<file path="src/rtl/coh_trk_pkg.sv">
package coh_trk_pkg;

    // What one slot does in a cycle
    typedef enum logic [1:0] {
        SLOT_HOLD = 2'd0,
        SLOT_LOAD = 2'd1,
        SLOT_STEP = 2'd2,
        SLOT_LAST = 2'd3
    } slot_op_e;

endpackage

</file>
<file path="src/rtl/coh_trk_pick.sv">
module coh_trk_pick #(
    parameter int DEPTH = 4,
    parameter int IDX_W = (DEPTH > 1) ? $clog2(DEPTH) : 1
) (
    input  logic [DEPTH-1:0] busy,
    output logic [IDX_W-1:0] idx,
    output logic             full
);

    // Scan downward so the lowest free slot is written last and wins.
    always_comb begin
        idx  = '0;
        full = 1'b1;
        for (int i = DEPTH - 1; i >= 0; i--) begin
            if (!busy[i]) begin
                idx  = IDX_W'(i);
                full = 1'b0;
            end
        end
    end

endmodule

</file>
<file path="src/rtl/coh_trk_slot.sv">
module coh_trk_slot
    import coh_trk_pkg::*;
#(
    parameter int CNT_W = 4
) (
    input  logic             busy_q,
    input  logic [CNT_W-1:0] cnt_q,
    input  logic             grant,
    input  logic [CNT_W-1:0] load,
    input  logic             hit,
    output logic             busy_d,
    output logic [CNT_W-1:0] cnt_d,
    output logic             done_d,
    output slot_op_e         op
);

    always_comb begin
        // Pick the action first: a grant wins over a response.
        if (grant)                                  op = SLOT_LOAD;
        else if (hit && busy_q && cnt_q == CNT_W'(1)) op = SLOT_LAST;
        else if (hit && busy_q)                     op = SLOT_STEP;
        else                                        op = SLOT_HOLD;

        busy_d = busy_q;
        cnt_d  = cnt_q;
        done_d = 1'b0;

        unique case (op)
            SLOT_LOAD: begin
                busy_d = (load != '0);
                cnt_d  = load;
                done_d = (load == '0);
            end
            SLOT_STEP: cnt_d = cnt_q - CNT_W'(1);
            SLOT_LAST: begin
                busy_d = 1'b0;
                cnt_d  = '0;
                done_d = 1'b1;
            end
            default: ;
        endcase
    end

endmodule

</file>
<file path="src/rtl/coh_done_tracker.sv">
module coh_done_tracker
    import coh_trk_pkg::*;
#(
    parameter int DEPTH = 4,
    parameter int CNT_W = 4,
    localparam int IDX_W = (DEPTH > 1) ? $clog2(DEPTH) : 1
) (
    input  logic             clk,
    input  logic             rst_n,
    input  logic             alloc_req,
    input  logic [CNT_W-1:0] alloc_count,
    output logic [IDX_W-1:0] alloc_id,
    output logic             alloc_full,
    input  logic             rsp_valid,
    input  logic [IDX_W-1:0] rsp_id,
    output logic [DEPTH-1:0] done_vec,
    output logic             rsp_err
);

    typedef struct packed {
        logic [DEPTH-1:0]            busy;
        logic [DEPTH-1:0][CNT_W-1:0] cnt;
        logic [DEPTH-1:0]            done;
        logic                        err;
    } trk_state_t;

    trk_state_t st_d, st_q;

    logic [DEPTH-1:0]            slot_busy_d;
    logic [DEPTH-1:0][CNT_W-1:0] slot_cnt_d;
    logic [DEPTH-1:0]            slot_done_d;
    slot_op_e                    slot_op [DEPTH];
    logic                        launch;
    logic                        stray;

    coh_trk_pick #(.DEPTH(DEPTH), .IDX_W(IDX_W)) i_pick (
        .busy (st_q.busy),
        .idx  (alloc_id),
        .full (alloc_full)
    );

    assign launch = alloc_req && !alloc_full;

    // One slot instance per table entry
    for (genvar g = 0; g < DEPTH; g++) begin : g_slot
        coh_trk_slot #(.CNT_W(CNT_W)) i_slot (
            .busy_q (st_q.busy[g]),
            .cnt_q  (st_q.cnt[g]),
            .grant  (launch && alloc_id == IDX_W'(g)),
            .load   (alloc_count),
            .hit    (rsp_valid && rsp_id == IDX_W'(g)),
            .busy_d (slot_busy_d[g]),
            .cnt_d  (slot_cnt_d[g]),
            .done_d (slot_done_d[g]),
            .op     (slot_op[g])
        );
    end

    always_comb begin
        // The granted slot was free before the edge, so a response to it is stray too.
        stray = 1'b0;
        if (rsp_valid) begin
            if (int'(rsp_id) >= DEPTH) stray = 1'b1;
            else                       stray = !st_q.busy[rsp_id];
        end
        st_d      = st_q;
        st_d.busy = slot_busy_d;
        st_d.cnt  = slot_cnt_d;
        st_d.done = slot_done_d;
        st_d.err  = stray;
    end

    always_ff @(posedge clk) begin
        if (!rst_n) st_q <= '0;
        else        st_q <= st_d;
    end

    assign done_vec = st_q.done;
    assign rsp_err  = st_q.err;

    // ---------------- assertions ----------------
    assert_full_all_busy_R3: assert property (@(posedge clk) disable iff (!rst_n)
        alloc_full |-> (&st_q.busy));

    assert_err_after_rsp_R7: assert property (@(posedge clk) disable iff (!rst_n)
        rsp_err |-> $past(rsp_valid));

    for (genvar g = 0; g < DEPTH; g++) begin : g_chk
        assert_launch_opens_R2: assert property (@(posedge clk) disable iff (!rst_n)
            (alloc_req && !alloc_full && alloc_id == IDX_W'(g) && alloc_count != '0)
            |=> (st_q.busy[g] && !done_vec[g]));

        assert_zero_launch_R8: assert property (@(posedge clk) disable iff (!rst_n)
            (alloc_req && !alloc_full && alloc_id == IDX_W'(g) && alloc_count == '0)
            |=> (done_vec[g] && !st_q.busy[g]));

        assert_open_nonzero_R4: assert property (@(posedge clk) disable iff (!rst_n)
            st_q.busy[g] |-> (st_q.cnt[g] != '0));

        assert_free_on_done_R5: assert property (@(posedge clk) disable iff (!rst_n)
            done_vec[g] |-> !st_q.busy[g]);

        assert_other_id_ignored_R6: assert property (@(posedge clk) disable iff (!rst_n)
            (st_q.busy[g] && !(rsp_valid && rsp_id == IDX_W'(g)))
            |=> (st_q.busy[g] && $stable(st_q.cnt[g])));

        assert_stray_flag_R9: assert property (@(posedge clk) disable iff (!rst_n)
            (rsp_valid && rsp_id == IDX_W'(g) && !st_q.busy[g]) |=> rsp_err);
    end

endmodule

</file>
<file path="config.mk">
export PLATFORM = sky130hd
export DESIGN_NAME = coh_done_tracker
export DESIGN_NICKNAME = d
export VERILOG_FILES = /design/src/rtl/coh_trk_pkg.sv /design/src/rtl/coh_trk_pick.sv /design/src/rtl/coh_trk_slot.sv /design/src/rtl/coh_done_tracker.sv
export SDC_FILE = /design/constraint.sdc
export NUM_CORES = 1
export LEC_CHECK = 0
export BUFFER_PORTS_ARGS = -buffer_cell sky130_fd_sc_hd__clkbuf_2
export CAP_MARGIN = 10
export CORE_MARGIN = 3
export CORE_UTILIZATION = 35
export DETAILED_ROUTE_END_ITERATION = 16
export PLACE_DENSITY = 0.59
export SYNTH_ARGS = -nofsm -noshare
export SYNTH_HDL_FRONTEND = slang
export SYNTH_SLANG_ARGS = --single-unit
</file>
<file path="constraint.sdc">
create_clock -name clk -period 1.8 [get_ports clk]
set_clock_uncertainty 0.1 [all_clocks]
set_input_delay 0.09 -clock clk [delete_from_list [all_inputs] [get_ports clk]]
set_output_delay 0.09 -clock clk [all_outputs]
set_load 0.01 [all_outputs]
</file>
# Word-level counts from Yosys, hierarchy flattened
# Cells that the tools add are included.
# totals
reg_bits	25
ramBits	0
output_inout_bits	8
latch_bits	0
mem_bits_ro	0
n_memories	0
input_bits	10
elab_cells	103
# op_classes
bitwise_logic	0
n_eq_ne	22
addsub	4
mux	34
div_mod_pow	0
n_reduce_logical	32
order_cmp	1
shifts	0
multipliers	0
# op_table
op	n
4-bit one-hot mux with 3 select lines	4
2-bit two-way mux	16
2-bit == test (second input constant)	12
1-bit logical AND	17
4-bit by 1-bit == test with 1-bit output (second input constant)	4
1-bit one-hot mux with 2 select lines	8
4-bit by 1-bit subtractor with 4-bit output (second input constant)	4
2-bit by 1-bit == test with 1-bit output (second input constant)	6
3-bit nonzero test	4
2-bit nonzero test	4
1-bit two-way mux	5
2-bit zero test	2
4-bit zero test	1
4-bit nonzero test	1
2-bit by 3-bit < comparator with 1-bit output (second input constant)	1
1-bit binary-select mux with 2-bit select	1
1-bit zero test	2
2-bit AND reduction	1

# Longest topological paths before layout
# Gate-level depths: netlist of the first run.
# depth
ltp_word	10
ltp_mapped	6
ltp_nobuf	6

# Hierarchy
# Synthesis of the first run repeated with hierarchy kept, for this count alone.
# unflattened
hier_cells	201
area_unflattened_um2	1660.3
# by_module_without_submodules
mod	area_per_inst_um2	cells_per_inst	seq_area_each_um2	n_inst
coh_trk_slot	210.2	32	0.0	4
coh_done_tracker	789.5	67	500.5	1
coh_trk_pick	30.0	6	0.0	1

# Least setup slack after synthesis of the first run
# OpenSTA, ideal clock, no wires.
# synth_timing
path_kind	flip-flop to flip-flop
from	register st_q[21] in the netlist's numbering
to	register st_q[20] in the netlist's numbering
setup_ns	0.119
period_less_slack_ns	1.486
n_path_buf	1
stages_incl_launch_ff	6
setup_slack_ns	0.314
t_required_ns	1.581
arrival_time_ns	1.267
path_cell_list	dfxtp_1 > buf_2 > nand2_1 > or3_1 > o21a_1 > o221a_1
# synth_via
elab_chain_cells	7
elab_cells_between_ends	12
classes_between	eq/ne (4); mux (4); reduce/logical (4)
# synth_lines
item	line	rtl
start, declared	coh_done_tracker.sv:27	trk_state_t st_d, st_q;
start signal, assigned	coh_done_tracker.sv:75	else st_q <= st_d;
1-bit two-way mux	coh_trk_pick.sv:15	if (!busy[i]) begin
1-bit zero test	coh_done_tracker.sv:42	assign launch = alloc_req && !alloc_full;
1-bit logical AND	coh_done_tracker.sv:42	
1-bit logical AND (*)	coh_done_tracker.sv:49	.grant (launch && alloc_id == IDX_W'(g)),
2-bit two-way mux (*)	coh_trk_slot.sv:19	if (grant) op = SLOT_LOAD;
2-bit == test / 2-bit by 1-bit == test with 1-bit output (equally long branches)	coh_trk_slot.sv:28	unique case (op)
4-bit one-hot mux with 3 select lines / 3-bit nonzero test (equally long branches)	--	
# Mark *: on every way between the ends. The rest lies on a longest branch, timed or not.
# A chain may end at the register's enable or synchronous reset.

# Worst setup path in the final report of the first run
# Same ends and word-level chain as after synthesis.

==> results of run 1 <==
[power breakdown]
| group | switching, mW | internal [mW] | total [mW] |
|---|---|---|---|
| combinational | 0.0799 | 0.0565 | 0.136 |
| clock | 0.179 | 0.155 | 0.334 |
| sequential | 0.0242 | 0.575 | 0.599 |
[area by class of cell]
class                      instances  area, sq um
fill                             385         2176
tap                               48        60.06
multi-input combinational        125        832.0
timing repair buffer              20        107.6
clock inverter                     1        5.005
inverter                          13        48.80
clock buffer                       3        41.29
sequential                        25        500.5
[cells in the mapped netlist, types with 2 or more instances]
library cell and instances:
inv_1 13, ha_1 8, a21boi_1 2, clkbuf_1 2, nand2_1 9, nor2b_1 4
dfxtp_1 25, nor3b_1 6, o21ai_0 17, nand3_1 2, nor3_1 10, a22oi_1 2
a21oi_1 16, or4_1 5, mux2i_1 3, and2_1 3, buf_2 3, nand2b_1 4
nand4b_2 2, nor2_1 6, a31oi_1 7, nor4_1 3, a21boi_0 2
[cell families (layout without fill, tap and decap cells)]
| kind of cell | Yosys count | in the layout | synth area share |
|---|---|---|---|
| multiplexers | 4 | 4 | 0.03743 |
| adder cells (fa/ha/maj) | 8 | 8 | 0.07130 |
| XOR/XNOR | 1 | 1 | 0.006240 |
| AND/OR/NAND/NOR | 61 | 61 | 0.2665 |
| buffers and inverters | 18 | 37 | 0.05080 |
| AO/OA/AOI/OAI | 51 | 51 | 0.2112 |
| flip-flops | 25 | 25 | 0.3565 |
[stage by stage]
stage / utilization / cell area (sq um) / power (mW)
after CTS: 0.4230 / 1595 / 1.086
after floorplan: - / 1404 / 0.6969
final: 0.4230 / 1595 / 1.070
after global placement: 0.4108 / 1549 / 0.7421
after global routing: 0.4230 / 1595 / 1.133
after detailed placement: 0.4108 / 1549 / 0.7479
[routing by layer]
| metal | wire length (um) | share of wire | GRT usage |
|---|---|---|---|
| met1 | 1563 | 0.50 | 0.1788 |
| met2 | 1426 | 0.45 | 0.2193 |
| met3 | 100 | 0.032 | 0.02319 |
| met4 | 48 | 0.015 | 0.05423 |
| met5 | 0 | 0 | 0 |
[critical path: cells and delay by family, from the launching register on]
family / cells / cell delay [ns]
flip-flops: 1 / 0.49
AND/OR/NAND/NOR: 2 / 0.56
AO/OA/AOI/OAI: 2 / 0.39
[sequential cells by signal, indices dropped and copies added (netlist names)]
signal,flops
done_vec,4
st_q,20
rsp_err,1
[final timing paths]
check	startpoint	endpoint	slack (ns)	cells after the start
setup / recovery	st_q[21]	st_q[20]	0.15	4
hold / removal	rsp_valid	rsp_err	0.006	3
setup reg to reg	st_q[21]	st_q[20]	0.15	4
hold reg to reg	st_q[18]	st_q[18]	0.41	2
==> flow_metrics.py, run 1 <==
metrics = {
    "clocking": {
        "h-tree-depth": 1,
        "holdBufCountCts": 0,
        "cts_made_buffers": 3,
        "root_buffer": "clkbuf_8",
        "post-cts-setup-buffer-count": 0,
        "clk_path_buf_depth": 2,
        "path_clk_slew_ns": 0.09,
        "clkSinkCount": 25,
        "clock_latency_ns": 0.27,
        "post_cts_resized": 0,
        "cts_tree": "yes",
    },
    "layout": {
        "layout_commonest_cell": "dfxtp_1",
        "diodes": 0,
        "layoutNonFillerInstCount": 235,
        "area_delta_synth_final_pct": 13.64,
        "final_nets": 206,
        "layout_common_cells": "25 x dfxtp_1, 17 x o21ai_0, 17 x clkbuf_2",
        "drive_gt1_frac": 0.1444,
    },
    "yosys": {
        "synth-seq-cells": 25,
        "synth_ff_type": "dfxtp_1",
        "netlist_area_sq_um": 1404,
        "synth.distinct_cells": 37,
        "yosysTopAreaCellShare": 0.3565,
        "syn_inst": 168,
        "yosys.area.top_type": "dfxtp_1",
        "yosysWarnings": 0,
        "seq_area_frac_synth": 0.3565,
        "synth_fp_nets": 186,
        "synth_area_leaders": "dfxtp_1 36%, ha_1 7.1%, o21ai_0 6.1%, a21oi_1 5.7%, nor3_1 3.6%",
        "synth_edf_count": 0,
        "avgSynthCellArea_sq_um": 8.356,
        "async_flop_share": 0,
    },
    "pwr": {
        "power_leakage_nw": 0.6212,
        "powerDensity_nw_per_um2": 670.5,
        "ir_drop_mv": 0.2474,
    },
    "sta": {
        "fin_hold_ws_ns": 0.005932,
        "rsz0062_at_grt": "false",
        "hold_viol": 0,
        "fin_ws_ns": 0.1512,
        "period_needed_ns": 1.649,
        "setup_viol": 0,
        "finalSetupTns_ns": 0,
        "worst_pin_slew_ns": 0.6120,
        "slew_headroom": 0.5883,
        "final_max_slew_viol_count": 0,
        "fmax_mhz": 606.5,
        "fin_crit_sh": 0.9160,
    },
    "critical_path": {
        "worstPathRequired_ns": 1.87,
        "path_cells": "nand2_1 -> or3_1 -> o21a_1 -> o221a_1",
        "cp_max_fo": 10,
        "crit_type": "register to register",
        "start_kind": "register",
        "cp_slowest_cell": "dfxtp_1",
        "cp-end-kind": "register",
        "critical-path-max-stage-delay_ns": 0.49,
        "cp.arrival_ns": 1.71,
    },
    "detailed_routing": {
        "vias_per_cell": 5.438,
        "first_iter_violations": 32,
        "drc": 0,
        "wl_um": 3138,
        "dr.pass1.iters": 4,
        "ant_nets": 0,
        "num_vias": 1278,
        "wire_per_inst_um": 13.35,
    },
    "global_route": {
        "grt_max_degree": 26,
        "grt_pass1_vias": 1244,
        "track_usage": 0.1357,
        "grt_pass1_wl_um": 5457,
        "antenna_found_initial": 0,
        "grt.overflow.total": 0,
    },
    "floorplan": {
        "dieArea_sq_um": 4807,
        "start_util": 0.3723,
        "num_rows": 22,
        "core_sq_um": 3771,
        "die_h_um": 69.33,
        "top_level_ports": 18,
        "die_w_um": 69.33,
    },
    "placement": {
        "post-place-cells": 231,
        "port_buffers": 17,
        "dpl_worst_slack_ns": 0.1588,
        "dpl.hpwl_um": 2358,
        "gp_congestion": 0.8857,
    },
    "run": {
        "maxCapViolCount": 0,
    },
    "hold_path": {
        "hp-class": "input pin to register",
    },
    "outcome": {
        "run_status": "completed",
    },
}
Note: power is estimated with default switching activity, not from simulation.
==> inputs of run 2 (changes only) <==
--- a/config.mk
+++ b/config.mk
@@ -5,12 +5,13 @@
 export SDC_FILE = /design/constraint.sdc
 export NUM_CORES = 1
 export LEC_CHECK = 0
+export ABC_AREA = 1
 export BUFFER_PORTS_ARGS = -buffer_cell sky130_fd_sc_hd__clkbuf_2
 export CAP_MARGIN = 10
 export CORE_MARGIN = 3
 export CORE_UTILIZATION = 35
 export DETAILED_ROUTE_END_ITERATION = 16
-export PLACE_DENSITY = 0.59
+export PLACE_DENSITY = 0.58
 export SYNTH_ARGS = -nofsm -noshare
 export SYNTH_HDL_FRONTEND = slang
 export SYNTH_SLANG_ARGS = --single-unit
==> run 2 against run 1 <==
Net effect: non-clock buffer count decreased by 2; first-iteration DRC count increased to 3.9 times the previous value; via count increased by 9.4%; largest cell class unchanged; global-route usage about the same; largest power group unchanged; sequential cell count unchanged.
==> flow_metrics.py, run 2 <==
metrics = {
    "outcome": {
        "run_status": "completed",
    },
    "yosys": {
        "yosys.area.top_type": "dfxtp_1",
        "netlist_area_sq_um": 1563,
        "yosysTopAreaCellShare": 0.3203,
        "synth.distinct_cells": 28,
        "yosysWarnings": 0,
        "yosysMostFrequentCell": "inv_1",
        "synth-seq-cells": 25,
        "seq_area_frac_synth": 0.3203,
        "synth_fp_nets": 242,
        "synth_compound_area_frac": 0.1673,
        "synth_top_family_by_area": "simple AND/OR/NAND/NOR gates",
        "async_flop_share": 0,
        "synth_fa_ha_area_frac": 0.06405,
        "synth_edf_count": 0,
        "syn_inst": 224,
        "yosys-top-cells-count": "35 x inv_1, 28 x nor2_1, 27 x nand2_1, 25 x dfxtp_1, 24 x o21ai_0",
        "synthMuxAreaShare": 0,
        "synth_area_leaders": "dfxtp_1 32%, inv_1 8.4%, o21ai_0 7.7%, nor2_1 6.7%, nand2_1 6.5%",
        "synth_ff_type": "dfxtp_1",
        "yosys.area_share.simple": 0.3106,
        "avgSynthCellArea_sq_um": 6.977,
        "synth-xor-area-share": 0.03363,
    },
    "detailed_routing": {
        "ant_nets": 0,
        "wire_per_inst_um": 11.39,
        "drt-met1-wl_um": 1782,
        "dr.pass1.iters": 4,
        "drc": 0,
        "first_iter_violations": 124,
        "vias_per_cell": 4.771,
        "top_layer": "met4",
        "wl_um": 3336,
        "wl_met3_um": 136,
        "num_vias": 1398,
        "wl_met2_um": 1394,
    },
    "global_route": {
        "track_usage": 0.1357,
        "grt.overflow.total": 0,
        "grt_max_degree": 21,
        "grt_pass1_vias": 1262,
        "antenna_found_initial": 0,
        "grt_pass1_wl_um": 5733,
    },
    "critical_path": {
        "crit_type": "register to register",
        "worstPathRequired_ns": 1.86,
        "cp-end-kind": "register",
        "startpoint": "st_q[21]",
        "cp_max_fo": 8,
        "ff2ff_path_depth": 7,
        "timing.rr.start": "st_q[21]",
        "start_kind": "register",
        "cp.arrival_ns": 1.51,
    },
    "clocking": {
        "cts_made_buffers": 3,
        "h-tree-depth": 1,
        "post_cts_resized": 0,
        "post-cts-setup-buffer-count": 0,
        "path_clk_slew_ns": 0.09,
        "cts_tree": "yes",
        "root_buffer": "clkbuf_8",
        "clkSinkCount": 25,
        "clock_latency_ns": 0.27,
        "clk_path_buf_depth": 2,
    },
    "sta": {
        "setup_viol": 0,
        "period_needed_ns": 1.442,
        "fin_crit_sh": 0.8009,
        "finalSetupTns_ns": 0,
        "worst_pin_slew_ns": 0.3989,
        "fmax_mhz": 693.7,
        "final_max_slew_viol_count": 0,
        "hold_viol": 0,
        "rsz0062_at_grt": "false",
        "slew_headroom": 0.7341,
    },
    "floorplan": {
        "die_w_um": 72.82,
        "start_util": 0.3771,
        "num_rows": 23,
        "top_level_ports": 18,
        "dieArea_sq_um": 5303,
        "die_h_um": 72.82,
        "core_sq_um": 4144,
    },
    "layout": {
        "layout_commonest_cell": "inv_1",
        "utilization": 0.4212,
        "area_delta_synth_final_pct": 11.69,
        "largest_register_ffs": 20,
        "diodes": 0,
        "final_nets": 262,
        "layout_common_cells": "35 x inv_1, 28 x nor2_1, 27 x nand2_1",
        "top_register": "st_q",
        "drive_gt1_frac": 0.1523,
    },
    "hold_path": {
        "min_from": "rsp_id[1]",
        "whs_path_depth": 3,
        "hp-class": "input pin to register",
    },
    "placement": {
        "dpl.hpwl_um": 2541,
        "port_buffers": 17,
        "gp_congestion": 0.8202,
    },
    "pwr": {
        "power_leakage_nw": 0.8391,
        "ir_drop_mv": 0.2495,
        "powerDensity_nw_per_um2": 653.7,
    },
    "run": {
        "maxCapViolCount": 0,
    },
}
[run 2: cell types whose count changed after synthesis, moves of 5 or more]
cell,delta
o21ai_0,+7
or4_1,-5
xor2_1,+6
nor3_1,-6
inv_1,+22
nand4_1,+8
a31oi_1,-6
nand3_1,+11
nor2_1,+22
nand2_4,+6
nand2_1,+18
nor3b_1,-6
[run 2: metal layers]
metal	GRT usage	up-vias
li1	-	767
met4	0.04713	0
met5	0	-
met1	0.1939	605
met3	0.02617	2
met2	0.2034	24
[run 2: logic make-up (layout without fill, tap and decap cells)]
family / count (synthesis) / after routing
AND/OR/NAND/NOR: 94 / 94
flip-flops: 25 / 25
adder cells (fa/ha/maj): 8 / 8
buffers and inverters: 41 / 60
XOR/XNOR: 6 / 6
AO/OA/AOI/OAI: 50 / 50
[run 2: metrics by stage]
stage / worst slack [ns] / instance area (sq um) / hold WS (ns) / power, mW / std cells
finish: 0.3584 / 1745 / 0.03091 / 1.141 / 293
global route: 0.2168 / 1745 / 0.05844 / 1.215 / 293
CTS: 0.3666 / 1745 / 0.01818 / 1.160 / 293
detailed placement: 0.3828 / 1690 / 0.2852 / 0.8140 / 288
global placement: 0.3918 / 1690 / 0.2850 / 0.8159 / 288
floorplan: 0.5435 / 1563 / 0.1092 / 0.7630 / 224
[run 2: path summary, 6_finish.rpt]
kind | endpoint | slack [ns]
setup / recovery | st_q[13] | 0.36
hold / removal | rsp_err | 0.03
setup reg to reg | st_q[13] | 0.36
hold reg to reg | st_q[16] | 0.44
[run 2: layout make-up]
cell class	instances	area [sq um]
well taps	50	62.56
clock buffers	4	45.04
inverters	38	142.6
flip-flops and latches	25	500.5
repair buffers	18	95.09
fillers	471	2399
multi-input cells	158	899.6
[run 2: report_power, final]
part,switching [mW],internal (mW)
Sequential,0.0238,0.579
Combinational,0.126,0.0738
Clock,0.180,0.158
Total,0.330,0.811
[run 2: worst max-delay path, stage by stage (launching register included)]
cell,delay (ns)
dfxtp_1,0.49
nand2_4,0.13
nor2_8,0.14
nand2_4,0.10
nand2_4,0.10
o21ai_0,0.11
a21oi_1,0.14
nor2_1,0.05
[run 2: timing repair]
action,CTS,global route
endpoints found under the hold margin,1,0
setup endpoints to repair,0,0
hold buffers,1,0
==> inputs of run 3 (changes only) <==
--- a/config.mk
+++ b/config.mk
@@ -5,13 +5,13 @@
 export SDC_FILE = /design/constraint.sdc
 export NUM_CORES = 1
 export LEC_CHECK = 0
-export ABC_AREA = 1
+export ABC_AREA = 0
 export BUFFER_PORTS_ARGS = -buffer_cell sky130_fd_sc_hd__clkbuf_2
 export CAP_MARGIN = 10
 export CORE_MARGIN = 3
 export CORE_UTILIZATION = 35
 export DETAILED_ROUTE_END_ITERATION = 16
-export PLACE_DENSITY = 0.58
+export PLACE_DENSITY = 0.61
 export SYNTH_ARGS = -nofsm -noshare
 export SYNTH_HDL_FRONTEND = slang
 export SYNTH_SLANG_ARGS = --single-unit
==> constraint.sdc (replaced) <==
create_clock -name clk -period 1.3 [get_ports clk]
set_clock_uncertainty 0.1 [all_clocks]
set_input_delay 0.065 -clock clk [delete_from_list [all_inputs] [get_ports clk]]
set_output_delay 0.065 -clock clk [all_outputs]
set_load 0.01 [all_outputs]
==> run 3 against run 2 <==
Net effect: the run now ends with setup timing left; non-clock buffer count up 45; worst setup slack got worse by 0.53 ns; cell count shrank 5.1%; first-iteration DRC count is 54% lower; sequential share of layout area shrank 6.1 points; combinational power up 75%; clock power grew 40%.
==> flow_metrics.py, run 3 (synthesis results as in run 1) <==
metrics = {
    "outcome": {
        "run_status": "finished, violations left",
        "violations": "setup timing",
    },
    "layout": {
        "layout_common_cells": "31 x buf_4, 15 x o21ai_0, 15 x clkbuf_2",
        "largest_register_ffs": 20,
        "utilization": 0.6228,
        "final_nets": 249,
        "layout_commonest_cell": "buf_4",
        "layoutNonFillerInstCount": 278,
        "top_register": "st_q",
        "area_delta_synth_final_pct": 67.29,
        "diodes": 0,
        "drive_gt1_frac": 0.5652,
        "fin_area_sq_um": 2349,
    },
    "detailed_routing": {
        "wl_um": 4317,
        "ant_nets": 0,
        "drc": 0,
        "first_iter_violations": 57,
        "wire_per_inst_um": 15.53,
        "dr.pass1.iters": 4,
        "num_vias": 1544,
        "vias_per_cell": 5.554,
    },
    "global_route": {
        "grt_pass1_wl_um": 7120,
        "track_usage": 0.1818,
        "grt_pass1_vias": 1521,
        "grt.overflow.total": 0,
        "antenna_found_initial": 0,
        "grt_max_degree": 26,
    },
    "floorplan": {
        "num_rows": 22,
        "dieArea_sq_um": 4807,
        "die_h_um": 69.33,
        "top_level_ports": 18,
        "die_w_um": 69.33,
        "core_sq_um": 3771,
        "start_util": 0.3723,
    },
    "critical_path": {
        "ff2ff_path_depth": 4,
        "cp.arrival_ns": 1.58,
        "ff2ff_setup_slack_ns": -0.17,
        "cp_max_fo": 4,
        "r2r-end": "st_q[6]",
        "start_kind": "register",
        "timing.rr.start": "st_q[5]",
        "crit_type": "register to register",
        "worstPathRequired_ns": 1.41,
        "cp-end-kind": "register",
    },
    "sta": {
        "rsz0062_at_grt": "true",
        "final_max_slew_viol_count": 0,
        "setup_viol": 17,
        "fmax_mhz": 678.0,
        "slew_headroom": 0.7211,
        "fin_crit_sh": 1.135,
        "fin_ws_ns": -0.1749,
        "worst_pin_slew_ns": 0.4184,
        "hold_viol": 0,
        "period_needed_ns": 1.475,
    },
    "placement": {
        "gp_congestion": 0.8280,
        "dpl_worst_slack_ns": -0.2301,
        "place_area_sq_um": 1898,
        "dpl.hpwl_um": 2929,
        "post-place-cells": 265,
        "port_buffers": 17,
    },
    "pwr": {
        "clkPwrFrac": 0.285,
        "p_sw_frac": 0.2858,
        "p_switching_uw": 473.9,
        "power.share.sequential": 0.503,
        "p_int_mw": 1.184,
        "ir_drop_mv": 0.3622,
        "power_leakage_nw": 0.9530,
        "powerDensity_nw_per_um2": 706.0,
        "combPwrFrac": 0.211,
    },
    "hold_path": {
        "hp-class": "input pin to register",
        "min_from": "rsp_valid",
        "min_to": "rsp_err",
        "whs_path_depth": 3,
    },
    "clocking": {
        "clkSinkCount": 25,
        "root_buffer": "clkbuf_8",
        "clk_path_buf_depth": 2,
        "path_clk_slew_ns": 0.09,
        "cts_made_buffers": 3,
        "cts_tree": "yes",
        "h-tree-depth": 1,
        "clock_latency_ns": 0.27,
    },
    "run": {
        "maxCapViolCount": 0,
    },
}
run 3: changes by cell type in the layout (fill, tap and decap cells not counted), sizes merged, moves of 11 or more:
cell   before  now
o21ai      28   17
buf         0   48
inv        38   13
nand2      34    9
nor2       31    6
nand3      13    2
run 3: worst max path at each step:
stage,from,endpoint,slack [ns]
final,st_q[5],st_q[6],-0.17
after global routing,st_q[18],st_q[19],-0.24
after CTS,st_q[6],st_q[6],-0.19
after detailed placement,st_q[22],st_q[12],-0.23
after global placement,st_q[22],st_q[20],-0.16
after floorplan,st_q[21],st_q[6],-0.13
run 3: power by group through the flow:
stage	registers (mW)	clock network, mW	logic (mW)
after floorplan	0.843	0	0.147
after global placement	0.846	0	0.258
after detailed placement	0.849	0	0.273
after CTS	0.833	0.485	0.317
after global routing	0.842	0.511	0.383
final	0.835	0.473	0.350
run 3: area by class of cell:
class / instances / area, sq um
flip-flops and latches: 25 / 530.5
multi-input cells: 125 / 1181
repair buffers: 63 / 480.5
fillers: 283 / 1423
inverters: 13 / 51.30
well taps: 48 / 60.06
clock buffers: 4 / 45.04
run 3: what timing repair did:
item | 4_1_cts | 5_1_grt
endpoints found under the setup margin | 27 | 27
resized for setup | 46 | 36
pin swaps | 17 | 18
buffers inserted | 3 | 8
hold buffers | 0 | 0
cloned | 0 | 0
run 3: critical path: stages, from the launching register on:
cell	delay, ns
dfxtp_2	0.39
inv_2	0.06
ha_4	0.21
or4_4	0.53
a21oi_2	0.12
run 3: routing by layer:
metal,GRT usage,vias up,wire length [um]
li1,-,741,-
met1,0.2289,746,1916
met2,0.3157,47,2148
met3,0.02464,10,184
met4,0.06291,0,68
met5,0,-,0
run 3: per-stage QoR:
stage | setup TNS [ns] | hold WS [ns] | total power [mW]
global route | -3.066 | 0.02410 | 1.735
floorplan | -0.5247 | 0.07879 | 0.9892
global placement | -1.453 | 0.2771 | 1.104
detailed placement | -2.434 | 0.2789 | 1.122
CTS | -1.083 | 0.01244 | 1.636
finish | -1.308 | 0.01582 | 1.658
